## config.mk

```make
export PLATFORM = sky130hd
export DESIGN_NAME = convrdy_ctrl
export DESIGN_NICKNAME = d
export VERILOG_FILES = /design/src/rtl/convrdy_pkg.sv /design/src/rtl/cr_seq.sv /design/src/rtl/cr_store.sv /design/src/rtl/cr_pin.sv /design/src/rtl/convrdy_ctrl.sv
export SDC_FILE = /design/constraint.sdc
export NUM_CORES = 1
export LEC_CHECK = 0
export BUFFER_PORTS_ARGS = -buffer_cell sky130_fd_sc_hd__clkbuf_2
export CORE_MARGIN = 2
export CORE_UTILIZATION = 55
export DETAILED_ROUTE_END_ITERATION = 6
export PLACE_DENSITY_LB_ADDON = 0.05
export SETUP_SLACK_MARGIN = 0.05
export SYNTH_ARGS = -nofsm -noshare
export SYNTH_HDL_FRONTEND = slang
export SYNTH_SLANG_ARGS = --single-unit
```

## constraint.sdc

```tcl
create_clock -name clk -period 8.1 [get_ports clk]
set_clock_uncertainty 0.05 [all_clocks]
set_input_delay 2.025 -clock clk [delete_from_list [all_inputs] [get_ports clk]]
set_output_delay 2.025 -clock clk [all_outputs]
set_load 0.02 [all_outputs]
```

## src/rtl/convrdy_pkg.sv

```systemverilog
package convrdy_pkg;
  // Conversion length in cycles; a zero field still takes one cycle.
  function automatic logic [31:0] conv_len(logic [31:0] t);
    return (t == 32'd0) ? 32'd1 : t;
  endfunction

  // Next enabled channel after cur, ascending with wrap; cur if none.
  function automatic logic [31:0] next_ch(logic [31:0] cur, logic [31:0] en,
                                          int unsigned n);
    logic [31:0] r;
    logic        f;
    int unsigned idx;
    r = cur;
    f = 1'b0;
    for (int unsigned k = 1; k <= 32; k++) begin
      if (!f && k <= n) begin
        idx = (cur + k) % n;
        if (en[idx]) begin
          r = idx;
          f = 1'b1;
        end
      end
    end
    return r;
  endfunction
endpackage

```

## src/rtl/cr_seq.sv

```systemverilog
module cr_seq #(
  parameter int NCH = 4,
  parameter int TW  = 8,
  parameter int CW  = 2,
  parameter int SQW = 14
) (
  input  logic              clk,
  input  logic              rst_n,
  input  logic              mode_wr,
  input  logic              mode_cont,
  input  logic [CW-1:0]     mode_ch,
  input  logic [NCH-1:0]    ch_en,
  input  logic [NCH*TW-1:0] ctime,
  output logic              done,
  output logic [CW-1:0]     done_ch,
  output logic [SQW-1:0]    seq
);
  import convrdy_pkg::*;

  logic          run_q;
  logic [CW-1:0] cur_q;
  logic [TW-1:0] tcnt_q;
  logic [SQW-1:0] seq_q;
  logic [31:0]   tlen;
  logic          active;

  assign tlen    = conv_len(32'(ctime[cur_q*TW +: TW]));
  assign active  = run_q && (|ch_en) && !mode_wr;
  assign done    = active && (tcnt_q == TW'(tlen - 32'd1));
  assign done_ch = cur_q;
  assign seq     = seq_q;

  always_ff @(posedge clk or negedge rst_n) begin
    if (!rst_n) begin
      run_q  <= 1'b0;
      cur_q  <= '0;
      tcnt_q <= '0;
      seq_q  <= '0;
    end else if (mode_wr) begin
      run_q  <= mode_cont;
      cur_q  <= mode_ch;
      tcnt_q <= '0;
      seq_q  <= '0;
    end else if (active) begin
      if (done) begin
        tcnt_q <= '0;
        cur_q  <= CW'(next_ch(32'(cur_q), 32'(ch_en), NCH));
        seq_q  <= seq_q + 1'b1;
      end else begin
        tcnt_q <= tcnt_q + 1'b1;
      end
    end
  end
endmodule

```

## src/rtl/cr_store.sv

```systemverilog
module cr_store #(
  parameter int NCH = 4,
  parameter int DW  = 16,
  parameter int CW  = 2,
  parameter int SW  = 8
) (
  input  logic              clk,
  input  logic              rst_n,
  input  logic              clr_all,
  input  logic              done,
  input  logic [CW-1:0]     done_ch,
  input  logic [DW-1:0]     result,
  input  logic [NCH-1:0]    rd_busy,
  output logic [NCH*DW-1:0] data_q,
  output logic [NCH*SW-1:0] stat_q,
  output logic [NCH-1:0]    rdy_q,
  output logic [NCH-1:0]    store_vec,
  output logic [NCH-1:0]    blk_vec,
  output logic [NCH-1:0]    ovw_vec
);
  for (genvar i = 0; i < NCH; i++) begin : g_ch
    logic          hit;
    logic [SW-1:0] stat_nx;

    assign hit          = done && (done_ch == CW'(i));
    assign store_vec[i] = hit && !rd_busy[i];
    assign blk_vec[i]   = hit && rd_busy[i];
    assign ovw_vec[i]   = store_vec[i] && rdy_q[i];

    always_comb begin
      stat_nx          = '0;
      stat_nx[SW-1]    = ovw_vec[i];
      stat_nx[CW-1:0]  = CW'(i);
    end

    always_ff @(posedge clk or negedge rst_n) begin
      if (!rst_n) begin
        data_q[i*DW +: DW] <= '0;
        stat_q[i*SW +: SW] <= '0;
        rdy_q[i]           <= 1'b0;
      end else begin
        if (store_vec[i]) begin
          data_q[i*DW +: DW] <= result;
          stat_q[i*SW +: SW] <= stat_nx;
        end
        if (clr_all || rd_busy[i]) rdy_q[i] <= 1'b0;
        else if (store_vec[i])     rdy_q[i] <= 1'b1;
      end
    end
  end
endmodule

```

## src/rtl/cr_pin.sv

```systemverilog
module cr_pin #(
  parameter int NCH  = 4,
  parameter int HOLD = 163
) (
  input  logic           clk,
  input  logic           rst_n,
  input  logic           clr_all,
  input  logic [NCH-1:0] ovw_vec,
  input  logic [NCH-1:0] rdy_q,
  input  logic [NCH-1:0] ch_en,
  input  logic           rdy_all,
  output logic [NCH-1:0] rdy_vis,
  output logic           hold_on,
  output logic           rdy_n
);
  localparam int HW = $clog2(HOLD + 1);

  logic [HW-1:0]  hcnt_q;
  logic [NCH-1:0] omask_q;
  logic           any_rdy, all_rdy;

  assign hold_on = (hcnt_q != '0);
  assign rdy_vis = rdy_q & ~omask_q;
  assign any_rdy = |rdy_vis;
  assign all_rdy = (|ch_en) && ((rdy_vis & ch_en) == ch_en);
  assign rdy_n   = hold_on || !(rdy_all ? all_rdy : any_rdy);

  always_ff @(posedge clk or negedge rst_n) begin
    if (!rst_n) begin
      hcnt_q  <= '0;
      omask_q <= '0;
    end else if (clr_all) begin
      hcnt_q  <= '0;
      omask_q <= '0;
    end else if (|ovw_vec) begin
      hcnt_q  <= HW'(HOLD);
      omask_q <= omask_q | ovw_vec;
    end else if (hold_on) begin
      hcnt_q <= hcnt_q - 1'b1;
      if (hcnt_q == HW'(1)) omask_q <= '0;
    end
  end
endmodule

```

## src/rtl/convrdy_ctrl.sv

```systemverilog
module convrdy_ctrl #(
  parameter int NCH  = 4,
  parameter int DW   = 16,
  parameter int TW   = 8,
  parameter int SW   = 8,
  parameter int HOLD = 163,
  localparam int CW  = (NCH > 1) ? $clog2(NCH) : 1,
  localparam int SQW = DW - CW
) (
  input  logic              clk,
  input  logic              rst_n,
  input  logic              mode_wr,
  input  logic              mode_cont,
  input  logic [CW-1:0]     mode_ch,
  input  logic [NCH-1:0]    ch_en,
  input  logic              rdy_all,
  input  logic [NCH*TW-1:0] ctime,
  input  logic [NCH-1:0]    rd_busy,
  output logic              rdy_n,
  output logic [NCH-1:0]    rdy_bits,
  output logic [NCH*DW-1:0] data_q,
  output logic [NCH*SW-1:0] stat_q
);
  // Stand-in for the modulator: channel index over completion number.
  function automatic logic [DW-1:0] stub_result(logic [CW-1:0] c, logic [SQW-1:0] s);
    return {c, s};
  endfunction

  logic           done;
  logic [CW-1:0]  done_ch;
  logic [SQW-1:0] seq;
  logic [DW-1:0]  result;
  logic [NCH-1:0] rdy_q, store_vec, blk_vec, ovw_vec;
  logic           hold_on;

  assign result = stub_result(done_ch, seq);

  cr_seq #(.NCH(NCH), .TW(TW), .CW(CW), .SQW(SQW)) u_seq (
    .clk(clk), .rst_n(rst_n), .mode_wr(mode_wr), .mode_cont(mode_cont),
    .mode_ch(mode_ch), .ch_en(ch_en), .ctime(ctime),
    .done(done), .done_ch(done_ch), .seq(seq)
  );

  cr_store #(.NCH(NCH), .DW(DW), .CW(CW), .SW(SW)) u_store (
    .clk(clk), .rst_n(rst_n), .clr_all(mode_wr), .done(done), .done_ch(done_ch),
    .result(result), .rd_busy(rd_busy), .data_q(data_q), .stat_q(stat_q),
    .rdy_q(rdy_q), .store_vec(store_vec), .blk_vec(blk_vec), .ovw_vec(ovw_vec)
  );

  cr_pin #(.NCH(NCH), .HOLD(HOLD)) u_pin (
    .clk(clk), .rst_n(rst_n), .clr_all(mode_wr), .ovw_vec(ovw_vec), .rdy_q(rdy_q),
    .ch_en(ch_en), .rdy_all(rdy_all), .rdy_vis(rdy_bits), .hold_on(hold_on),
    .rdy_n(rdy_n)
  );
endmodule

```

After elaboration in Yosys (flattened, before gate mapping)
Index checks and enable logic that the tools add are counted.
{ "word_totals": {"out_inout_bits": 101, "reg_bits": 113} }
{ "classes": {"n_shift": 1, "add_sub_neg": 8, "n_reduce_logical": 43, "magnitude_cmp": 4, "n_bitwise": 4, "n_eq_ne": 6, "n_mux": 55} }
{ "op_table": {"columns": ["cell", "n"], "rows": [
  ["$mux W8", 7],
  ["$mux W14", 3],
  ["$shiftx A32 B6 Y8", 1],
  ["$mux W1", 27],
  ["$lt A2 B6 Y1 const B", 4],
  ["$mux W2", 10],
  ["$logic_and A1 B1 Y1", 16],
  ["$mux W4", 4],
  ["$sub A8 B1 Y8 const B", 2],
  ["$add A14 B1 Y14 const B", 1],
  ["$reduce_bool A2 Y1", 6],
  ["$reduce_or A4 Y1", 3],
  ["$add A8 B1 Y8 const B", 1],
  ["$and A4 B4 Y4", 2],
  ["$bmux W1 S2", 4],
  ["$eq A8 B1 Y1 const B", 1],
  ["$eq A8 B8 Y1", 1],
  ["$logic_not A8 Y1", 1],
  ["$reduce_bool A8 Y1", 1],
  ["$logic_not A1 Y1", 6],
  ["$reduce_bool A3 Y1", 2],
  ["$logic_or A1 B1 Y1", 5],
  ["$add A2 B1 Y2 const B", 2],
  ["$add A2 B2 Y2 const B", 2],
  ["7 further kinds", 9]
]} }

Depth between registers and ports, before layout
Gate-level depths: netlist of the first run.
{ "logic_depth": {"depth_word": 21, "depth_mapped": 14, "depth_no_buf": 11} }

By module
From an unflattened synthesis of the first run, not the netlist that was laid out.
{ "unflattened": {"cells_unflattened": 503, "hier_area_um2": 5967.0} }
{ "modules_own_cells": {"columns": ["mod", "cells_per_inst", "area_each_um2", "instances"], "rows": [
  ["cr_store", 209, 3199.3, 1],
  ["cr_seq", 220, 2054.5, 1],
  ["cr_pin", 74, 713.2, 1]
]} }

Worst setup path after synthesis of the first run
Ideal clock, no wire load.
{ "synth_path": {"path_type": "input -> output", "startpoint": "in ch_en[3]", "endpoint": "out rdy_n", "path_buffers": 1, "path_slack_ns": 2.985, "t_arrival_ns": 3.040, "path_stages": 6, "path_cell_list": "clkbuf_1 or3_1 nor2_1 a21oi_1 a31oi_1 or2_2"} }
{ "synth_between": {"elab_chain_cells": 6, "word_cells_on_any_way": 7, "classes_between": "eq/ne: 1; mux: 1; bitwise: 1; reduce/logical: 4"} }
{ "synth_rtl": {"columns": ["element", "line", "source"], "rows": [
  ["start: declaration", "convrdy_ctrl.sv:15", "input logic [NCH-1:0] ch_en,"],
  ["$and A4 B4 Y4", "cr_pin.sv:25", "assign all_rdy = (|ch_en) && ((rdy_vis & ch_en) == ch_en);"],
  ["$eq A4 B4 Y1", "cr_pin.sv:25", null],
  ["$logic_and A1 B1 Y1 *", "cr_pin.sv:25", null],
  ["$mux W1 *", "cr_pin.sv:26", "assign rdy_n = hold_on || !(rdy_all ? all_rdy : any_rdy);"],
  ["$logic_not A1 Y1 *", "cr_pin.sv:26", null],
  ["$logic_or A1 B1 Y1 *", "cr_pin.sv:26", null],
  ["end: declaration", "convrdy_ctrl.sv:19", "output logic rdy_n,"]
]} }
Mark *: on every way between the ends. The rest lies on a longest branch, timed or not.

Worst setup path after layout of the first run
{ "layout_path": {"startpoint": "in ctime[27]", "endpoint": "reg u_store.data_q[10]"} }
{ "layout_between": {"elab_chain_cells": 8} }
{ "layout_rtl": {"columns": ["element", "line", "source"], "rows": [
  ["start: declaration", "convrdy_ctrl.sv:17", "input logic [NCH*TW-1:0] ctime,"],
  ["$shiftx A32 B6 Y8 *", "cr_seq.sv:27", "assign tlen = conv_len(32'(ctime[cur_q*TW +: TW]));"],
  ["$logic_not A8 Y1", "convrdy_pkg.sv:4", "return (t == 32'd0) ? 32'd1 : t;"],
  ["$mux W8 *", "convrdy_pkg.sv:4", null],
  ["$sub A8 B1 Y8 *", "cr_seq.sv:29", "assign done = active && (tcnt_q == TW'(tlen - 32'd1));"],
  ["$eq A8 B8 Y1 *", "cr_seq.sv:29", null],
  ["$logic_and A1 B1 Y1 *", "cr_seq.sv:29", null],
  ["$logic_and A1 B1 Y1 *", "cr_store.sv:25", "assign hit = done && (done_ch == CW'(i));"],
  ["$logic_and A1 B1 Y1 *", "cr_store.sv:26", "assign store_vec[i] = hit && !rd_busy[i];"],
  ["end signal: indexed assignment", "cr_store.sv:43", "data_q[i*DW +: DW] <= result;"],
  ["end: declaration", "cr_store.sv:14", "output logic [NCH*DW-1:0] data_q,"]
]} }
Marks and branches as above.
A chain may end at the register's enable or synchronous reset.

==> metrics.txt, run 1 <==
CTS clock-pin slew for the worst setup and hold paths 90 ps; Distinct cells, synth 61; Slew Limit Headroom 0.383; DP Area 0.00632 mm²; Synth Area in Compound Gates 0.0928; P_leak 3.34 nW; hold_buf cts 0; Gate power share 0.192; Avg Synthesized Cell Area 11.3 µm²; Die Wd 106 µm; worst-margin pin slew 925 ps; IO Port Bufs 123; CTS sink count 112; gpl congestion 0.894; Pwr Total 1.14 mW; Synth async-reset ratio 1.00; Remaining DRCs 0; Synth top area share 0.489; Fmax 0.180 GHz; critical path fanouts, max 23; final wirelength 12.4 mm; CP endpoint kind flip-flop; vias in the first global route 4081; vias post-DR 4198; fin. max-slew vios 0; drt first pass iters 4; CTS buffer count 9; Post-synth EDFFs 0; nets 673; Die Footprint 0.0112 mm²; DR WL/cell 16.3 µm; post-synthesis mux area share 0.172; post-synthesis simple-gate area fraction 0.137; FF+latch count, synth 112; pin count of the biggest net entering global routing 61; Total GRT Usage 0.225; row count 37; Cell Pwr Density 175 mW/mm²; worst min path class reg2reg; XOR/XNOR Fraction of Synth Area 0.0245; dpl ws 2170 ps; Initial Utilization 0.560; H-tree levels 3; post-synthesis adder-cell area fraction 0.0197; Data required, critical path 8290 ps; status complete, no violations; cells after synthesis 507; Syn-to-layout area delta 13.7%; vias per cell 5.54; register area share after synthesis 0.489; maximum VDD drop 117 µV; final setup TNS 0 ps; layout cells sized above 1 0.365; hold slack 424 ps; post-detail-place hpwl 9.01 mm; cell taking the most area after synthesis dfrtp_1; clock group share of total power 0.279; synthesized cell area 0.00573 mm²; largest family of logic cells by synthesized area multiplexers; max cap viols 0; global-route wire length before repair 20.2 mm; RSZ-0062 raised after global routing no; Sw Ratio 0.289; Skew-Pair Late Insertion Delay 360 ps; grt ovf 0; Warnings, synthesis 0; core area 0.0102 mm²; Setup CP Type in2reg; post-route cell area 0.00651 mm²; First DRT Iteration DRCs 254; min Tclk post-route 5550 ps; Pint 812 µW; initial antenna violation count 0; prevailing post-synth register cell dfrtp_1; post-route setup slack 2550 ps; switching power total 330 µW; register share of total power 0.529; startpoint types primary input; post-CTS setup repair buffer count 0; TritonCTS clock tree yes; final-report setup violation count 0; top cells by count, synth dfrtp_1 (112), mux2_2 (67), nand2_1 (31); Hold Fails Final Rpt 0; Clock Root Buffer clkbuf_8; post_cts resized 0; IO Pins 148; Die Ht 106 µm; largest cells by area after synthesis dfrtp_1 (49%), mux2_2 (13%), buf_4 (3.3%); post-route ant nets 0; arrival time at the worst endpoint 5740 ps; clk buf depth 2; diodes inserted 0; Final Cycle Share 0.685; cell with the most instances after synthesis dfrtp_1
## flip-flops by register name (all words and copies together) (netlist names)
signal / count
u_store.data_q: 64
u_seq.seq: 14
u_pin.hcnt_q: 8
u_seq.tcnt_q: 8
u_store.stat_q: 7
u_pin.omask_q: 4
u_store.rdy_q: 4
u_seq.done_ch: 2
u_seq.run_q: 1
## cells by family (layout without fill, tap and decap cells)
family,after synthesis,in the layout
AO/OA/AOI/OAI,81,81
XOR/XNOR,16,16
adder cells (fa/ha/maj),9,9
buffers and inverters,68,160
flip-flops,112,112
multiplexers,80,80
other,1,24
AND/OR/NAND/NOR,140,140
## metal layers
| metal | vias to the layer above | share of wire | GRT usage |
|---|---|---|---|
| met2 | 109 | 0.50 | 0.378 |
| li1 | 1992 | - | - |
| met1 | 2088 | 0.45 | 0.306 |
| met3 | 9 | 0.048 | 0.0399 |
| met4 | 0 | 0.010 | 0.0573 |
| met5 | - | 0 | 0 |
## cells in the final DEF, fill, tap and decap left out, types with 8 or more instances in the layout
master and n:
ha_1 9, nor2_1 17, mux2_2 67, or4_1 10
nand2_1 31, clkbuf_8 9, conb_1 24, dfrtp_1 112
mux4_2 8, nand3_1 14, xnor2_1 9, inv_1 18
a21oi_1 28, nor3_1 17, nand2b_1 8, o21ai_0 12
a31oi_1 8, clkbuf_2 122
## power by group through the flow
stage | sequential, mW | clock [mW] | combinational [mW]
after CTS | 0.604 | 0.329 | 0.220
after global placement | 0.614 | 0 | 0.214
after global routing | 0.608 | 0.349 | 0.248
after floorplan | 0.605 | 0 | 0.180
after detailed placement | 0.615 | 0 | 0.219
final | 0.604 | 0.319 | 0.219
## final timing paths
kind / from / to / slack, ps / depth (start not counted)
worst max-delay path: ctime[27] / u_store.data_q[10]$_DFFE_PN0N_ / 2550 / 12
worst min-delay path: u_store.stat_q[17]$_DFFE_PN0P_ / u_store.stat_q[17]$_DFFE_PN0P_ / 420 / 1
worst max register to register: u_seq.done_ch[0]$_DFFE_PN0P_ / u_store.data_q[10]$_DFFE_PN0N_ / 3190 / 11
worst min register to register: u_store.stat_q[17]$_DFFE_PN0P_ / u_store.stat_q[17]$_DFFE_PN0P_ / 420 / 1
max in group asynchronous: rst_n / u_store.data_q[60]$_DFFE_PN0P_ / 5170 / 2
min in group asynchronous: rst_n / u_store.stat_q[25]$_DFFE_PN0P_ / 1630 / 1
## per-stage QoR
stage          utilization  cells
3_3_place_gp         0.618    742
3_5_place_dp         0.618    742
6_report             0.637    758
2_1_floorplan            -    530
4_1_cts              0.637    758
5_1_grt              0.637    758
## final cells by class
class / count / area [µm²]
fill: 874 / 3720
sequential: 112 / 2800
multi-input combinational: 350 / 2650
timing repair buffer: 125 / 633
tap: 136 / 170
clock buffer: 11 / 131
inverter: 19 / 71.3
clock inverter: 5 / 57.6
## critical path, stage by stage
cell      delay (ps)
clkbuf_2          80
mux4_2           510
nor3_1           360
a31oi_1          200
ha_1             270
xnor2_1          190
xnor2_1           80
nor4_1           170
nand4_1          290
a21oi_4          600
nand3b_2         510
mux2_2           440
Power figures use the tool's default switching activity.
==> run 2, diff against run 1 <==
--- a/config.mk
+++ b/config.mk
@@ -5,9 +5,10 @@
 export SDC_FILE = /design/constraint.sdc
 export NUM_CORES = 1
 export LEC_CHECK = 0
+export ABC_AREA = 1
 export BUFFER_PORTS_ARGS = -buffer_cell sky130_fd_sc_hd__clkbuf_2
 export CORE_MARGIN = 2
-export CORE_UTILIZATION = 55
+export CORE_UTILIZATION = 54
 export DETAILED_ROUTE_END_ITERATION = 6
 export PLACE_DENSITY_LB_ADDON = 0.05
 export SETUP_SLACK_MARGIN = 0.05
==> constraint.sdc (replaced) <==
create_clock -name clk -period 5.2 [get_ports clk]
set_clock_uncertainty 0.05 [all_clocks]
set_input_delay 1.3 -clock clk [delete_from_list [all_inputs] [get_ports clk]]
set_output_delay 1.3 -clock clk [all_outputs]
set_load 0.02 [all_outputs]
==> run 2 against run 1 <==
Effect of this change:
- cell count up 29%
- routed wire length up 15%
- non-clock buffer count up 4
- clock power up 54%
- via count up 21%
- total power up 110%
- design area up 2.4%
- global-route usage up 2.4 points
- die area up 4.9%
- sequential power up 63%
- largest cell class unchanged
==> metrics.txt, run 2 <==
status complete, no violations (unchanged); largest cells by area after synthesis dfrtp_1 (47%), nand2_1 (11%), inv_1 (4.4%) (was dfrtp_1 (49%), mux2_2 (13%), buf_4 (3.3%)); First DRT Iteration DRCs 345 (was 254); initial antenna violation count 0 (unchanged); Slowest-stage cell, CP dfrtp_1 (was a21oi_4); vias post-DR 5069 (was 4198); final setup TNS 0 ps (unchanged); maximum VDD drop 280 µV (was 117 µV); Die Ht 109 µm (was 106 µm); synthesized cell area 0.00591 mm² (was 0.00573 mm²); clk buf depth 2 (unchanged); worst-margin pin slew 689 ps (was 925 ps); Initial Utilization 0.550 (was 0.560); cells on worst reg2reg path 19 (was 11); Total GRT Usage 0.249 (was 0.225); vias per cell 5.20 (was 5.54); RSZ-0062 raised after global routing no (unchanged); min Tclk post-route 4290 ps; Hold Crit Depth 2 (was 1); core area 0.0107 mm² (was 0.0102 mm²); register area share after synthesis 0.474 (was 0.489); arrival time at the worst endpoint 4520 ps (was 5740 ps); H-tree levels 3 (unchanged); Post-synth EDFFs 0 (unchanged); CTS clock-pin slew for the worst setup and hold paths 110 ps (was 90 ps); prevailing post-synth register cell dfrtp_1 (unchanged); Setup CP Type reg2reg (was in2reg); hold_buf cts 0 (unchanged); post-synthesis mux area share 0.00169 (was 0.172); most frequent cells in the layout nand2_1 (178), clkbuf_2 (122), dfrtp_1 (112) (was clkbuf_2 (122), dfrtp_1 (112), mux2_2 (67)); IO Pins 148 (unchanged); FF+latch count, synth 112 (unchanged); Hold Fails Final Rpt 0 (unchanged); row count 38 (was 37); fin. max-slew vios 0 (unchanged); Synth async-reset ratio 1.00 (unchanged); Remaining DRCs 0 (unchanged); post-detail-place hpwl 10.3 mm (was 9.01 mm); top cells by count, synth nand2_1 (178), dfrtp_1 (112), inv_1 (69) (was dfrtp_1 (112), mux2_2 (67), nand2_1 (31)); startpoint types flip-flop (was primary input); Warnings, synthesis 0 (unchanged); P_leak 3.36 nW (was 3.34 nW); worst path cell trace inv_2 -> nand3_1 -> nand2_4 -> nand2_1 -> nor2_1 -> nand2_2 -> nand2_1 -> inv_1 -> ha_1 -> xnor2_1 -> nor3_1 -> nand2_1 -> nor2_1 -> nand3_1 -> nor2_2 -> nand4_4 -> nor2_2 -> nand2_2 -> o21ai_0 (was clkbuf_2 -> mux4_2 -> nor3_1 -> a31oi_1 -> ha_1 -> xnor2_1 -> xnor2_1 -> nor4_1 -> nand4_1 -> a21oi_4 -> nand3b_2 -> mux2_2); Cell Pwr Density 352 mW/mm² (was 175 mW/mm²); drt first pass iters 7 (was 4); Clock Root Buffer clkbuf_8 (unchanged); post-synthesis simple-gate area fraction 0.266 (was 0.137); post-route ant nets 0 (unchanged); Pwr Total 2.35 mW (was 1.14 mW); Avg Synthesized Cell Area 8.27 µm² (was 11.3 µm²); Fmax 0.233 GHz; CP most frequent cell nand2_1 (was xnor2_1); IO Port Bufs 123 (unchanged); CTS buffer count 9 (unchanged); Skew-Pair Late Insertion Delay 370 ps (was 360 ps); largest family of logic cells by synthesized area simple AND/OR/NAND/NOR gates (was multiplexers); final wirelength 14.2 mm (was 12.4 mm); Die Wd 109 µm (was 106 µm); nets 886 (was 673); cell with the most instances after synthesis nand2_1 (was dfrtp_1); Synth top area share 0.474 (was 0.489); most common cell after layout, fill and taps aside nand2_1 (was clkbuf_2); max cap viols 0 (unchanged); global-route wire length before repair 22.8 mm (was 20.2 mm); CP endpoint kind flip-flop (unchanged); worst min path class reg2reg (unchanged); critical path fanouts, max 34 (was 23); Synth Area in Compound Gates 0.103 (was 0.0928); Die Footprint 0.0118 mm² (was 0.0112 mm²); TritonCTS clock tree yes (unchanged); post_cts resized 0 (unchanged); CTS sink count 112 (unchanged); Distinct cells, synth 42 (was 61); post-synthesis adder-cell area fraction 0.0191 (was 0.0197); biggest cell delay along the critical path 650 ps (was 600 ps); max reg flops 64 (unchanged); Layout fillers 1009 (was 874); layout cells sized above 1 0.223 (was 0.365); Data required, critical path 5430 ps (was 8290 ps); XOR/XNOR Fraction of Synth Area 0.0296 (was 0.0245); gpl congestion 0.905 (was 0.894); final-report setup violation count 0 (unchanged); DR WL/cell 14.6 µm (was 16.3 µm); pin count of the biggest net entering global routing 53 (was 61); post-CTS setup repair buffer count 0 (unchanged); Syn-to-layout area delta 12.9% (was 13.7%); cell taking the most area after synthesis dfrtp_1 (unchanged); vias in the first global route 4671 (was 4081); diodes inserted 0 (unchanged); cells after synthesis 715 (was 507); Final Cycle Share 0.826; Slew Limit Headroom 0.541 (was 0.383); register with the most flip-flops u_store.data_q (unchanged); grt ovf 0 (unchanged)
-- run 2: final cells by class --
cell class | instances | area, µm² | share of cell area
sequential | 112 | 2800 | 0.420
multi-input combinational | 505 | 2570 | 0.385
timing repair buffer | 129 | 663 | 0.0994
inverter | 73 | 279 | 0.0418
tap | 140 | 175 | 0.0263
clock buffer | 12 | 145 | 0.0218
clock inverter | 4 | 37.5 | 0.00563
-- run 2: logic make-up (layout without fill, tap and decap cells) --
logic type                 count (synthesis)  after routing
and+or+nand+nor                          336            336
AOI/OAI and AO/OA                        115            115
xor gates and xnor gates                  20             20
other                                      1             24
buffers and inverters                    121            218
DFF                                      112            112
muxes                                      1              1
adders and majority gates                  9              9
-- run 2: worst paths after layout --
kind                                          startpoint                              to  slack [ps]
max in group asynchronous                          rst_n  u_store.data_q[34]$_DFFE_PN0P_        3300
max reg2reg                 u_seq.done_ch[1]$_DFFE_PN0P_  u_store.data_q[58]$_DFFE_PN0P_         910
max                         u_seq.done_ch[1]$_DFFE_PN0P_  u_store.data_q[58]$_DFFE_PN0P_         910
min in group asynchronous                          rst_n   u_store.data_q[3]$_DFFE_PN0N_         900
min reg2reg                u_store.stat_q[8]$_DFFE_PN0P_   u_store.stat_q[8]$_DFFE_PN0P_         420
min                        u_store.stat_q[8]$_DFFE_PN0P_   u_store.stat_q[8]$_DFFE_PN0P_         420
-- run 2: where the power goes --
group	total [mW]	switching, mW	internal [mW]
clock	0.492	0.298	0.194
sequential	0.982	0.0684	0.913
combinational	0.877	0.578	0.299
-- run 2: through the flow --
stage	instances	setup WS, ps	hold slack (ps)	area (µm²)	util
after floorplan	738	1280	412	6000	-
after global placement	959	840	397	6490	0.604
after detailed placement	959	586	401	6490	0.604
after CTS	975	888	430	6670	0.621
after global routing	975	445	467	6670	0.621
final	975	907	422	6670	0.621
-- run 2: per-layer routing --
| layer | up-vias | GRT usage | part of all wire | wire [µm] |
|---|---|---|---|---|
| li1 | 2498 | - | - | - |
| met1 | 2383 | 0.346 | 0.45 | 6460 |
| met2 | 167 | 0.403 | 0.47 | 6650 |
| met3 | 21 | 0.0377 | 0.055 | 774 |
| met4 | 0 | 0.0833 | 0.022 | 310 |
| met5 | - | 0 | 0 | 0 |
-- run 2: worst max-delay path, delay by kind of cell, from the launching register on --
family | cells | cell delay [ps]
DFF | 1 | 650
adders and majority gates | 1 | 300
xor gates and xnor gates | 1 | 130
and+or+nand+nor | 14 | 2290
AOI/OAI and AO/OA | 1 | 310
buffers and inverters | 2 | 450
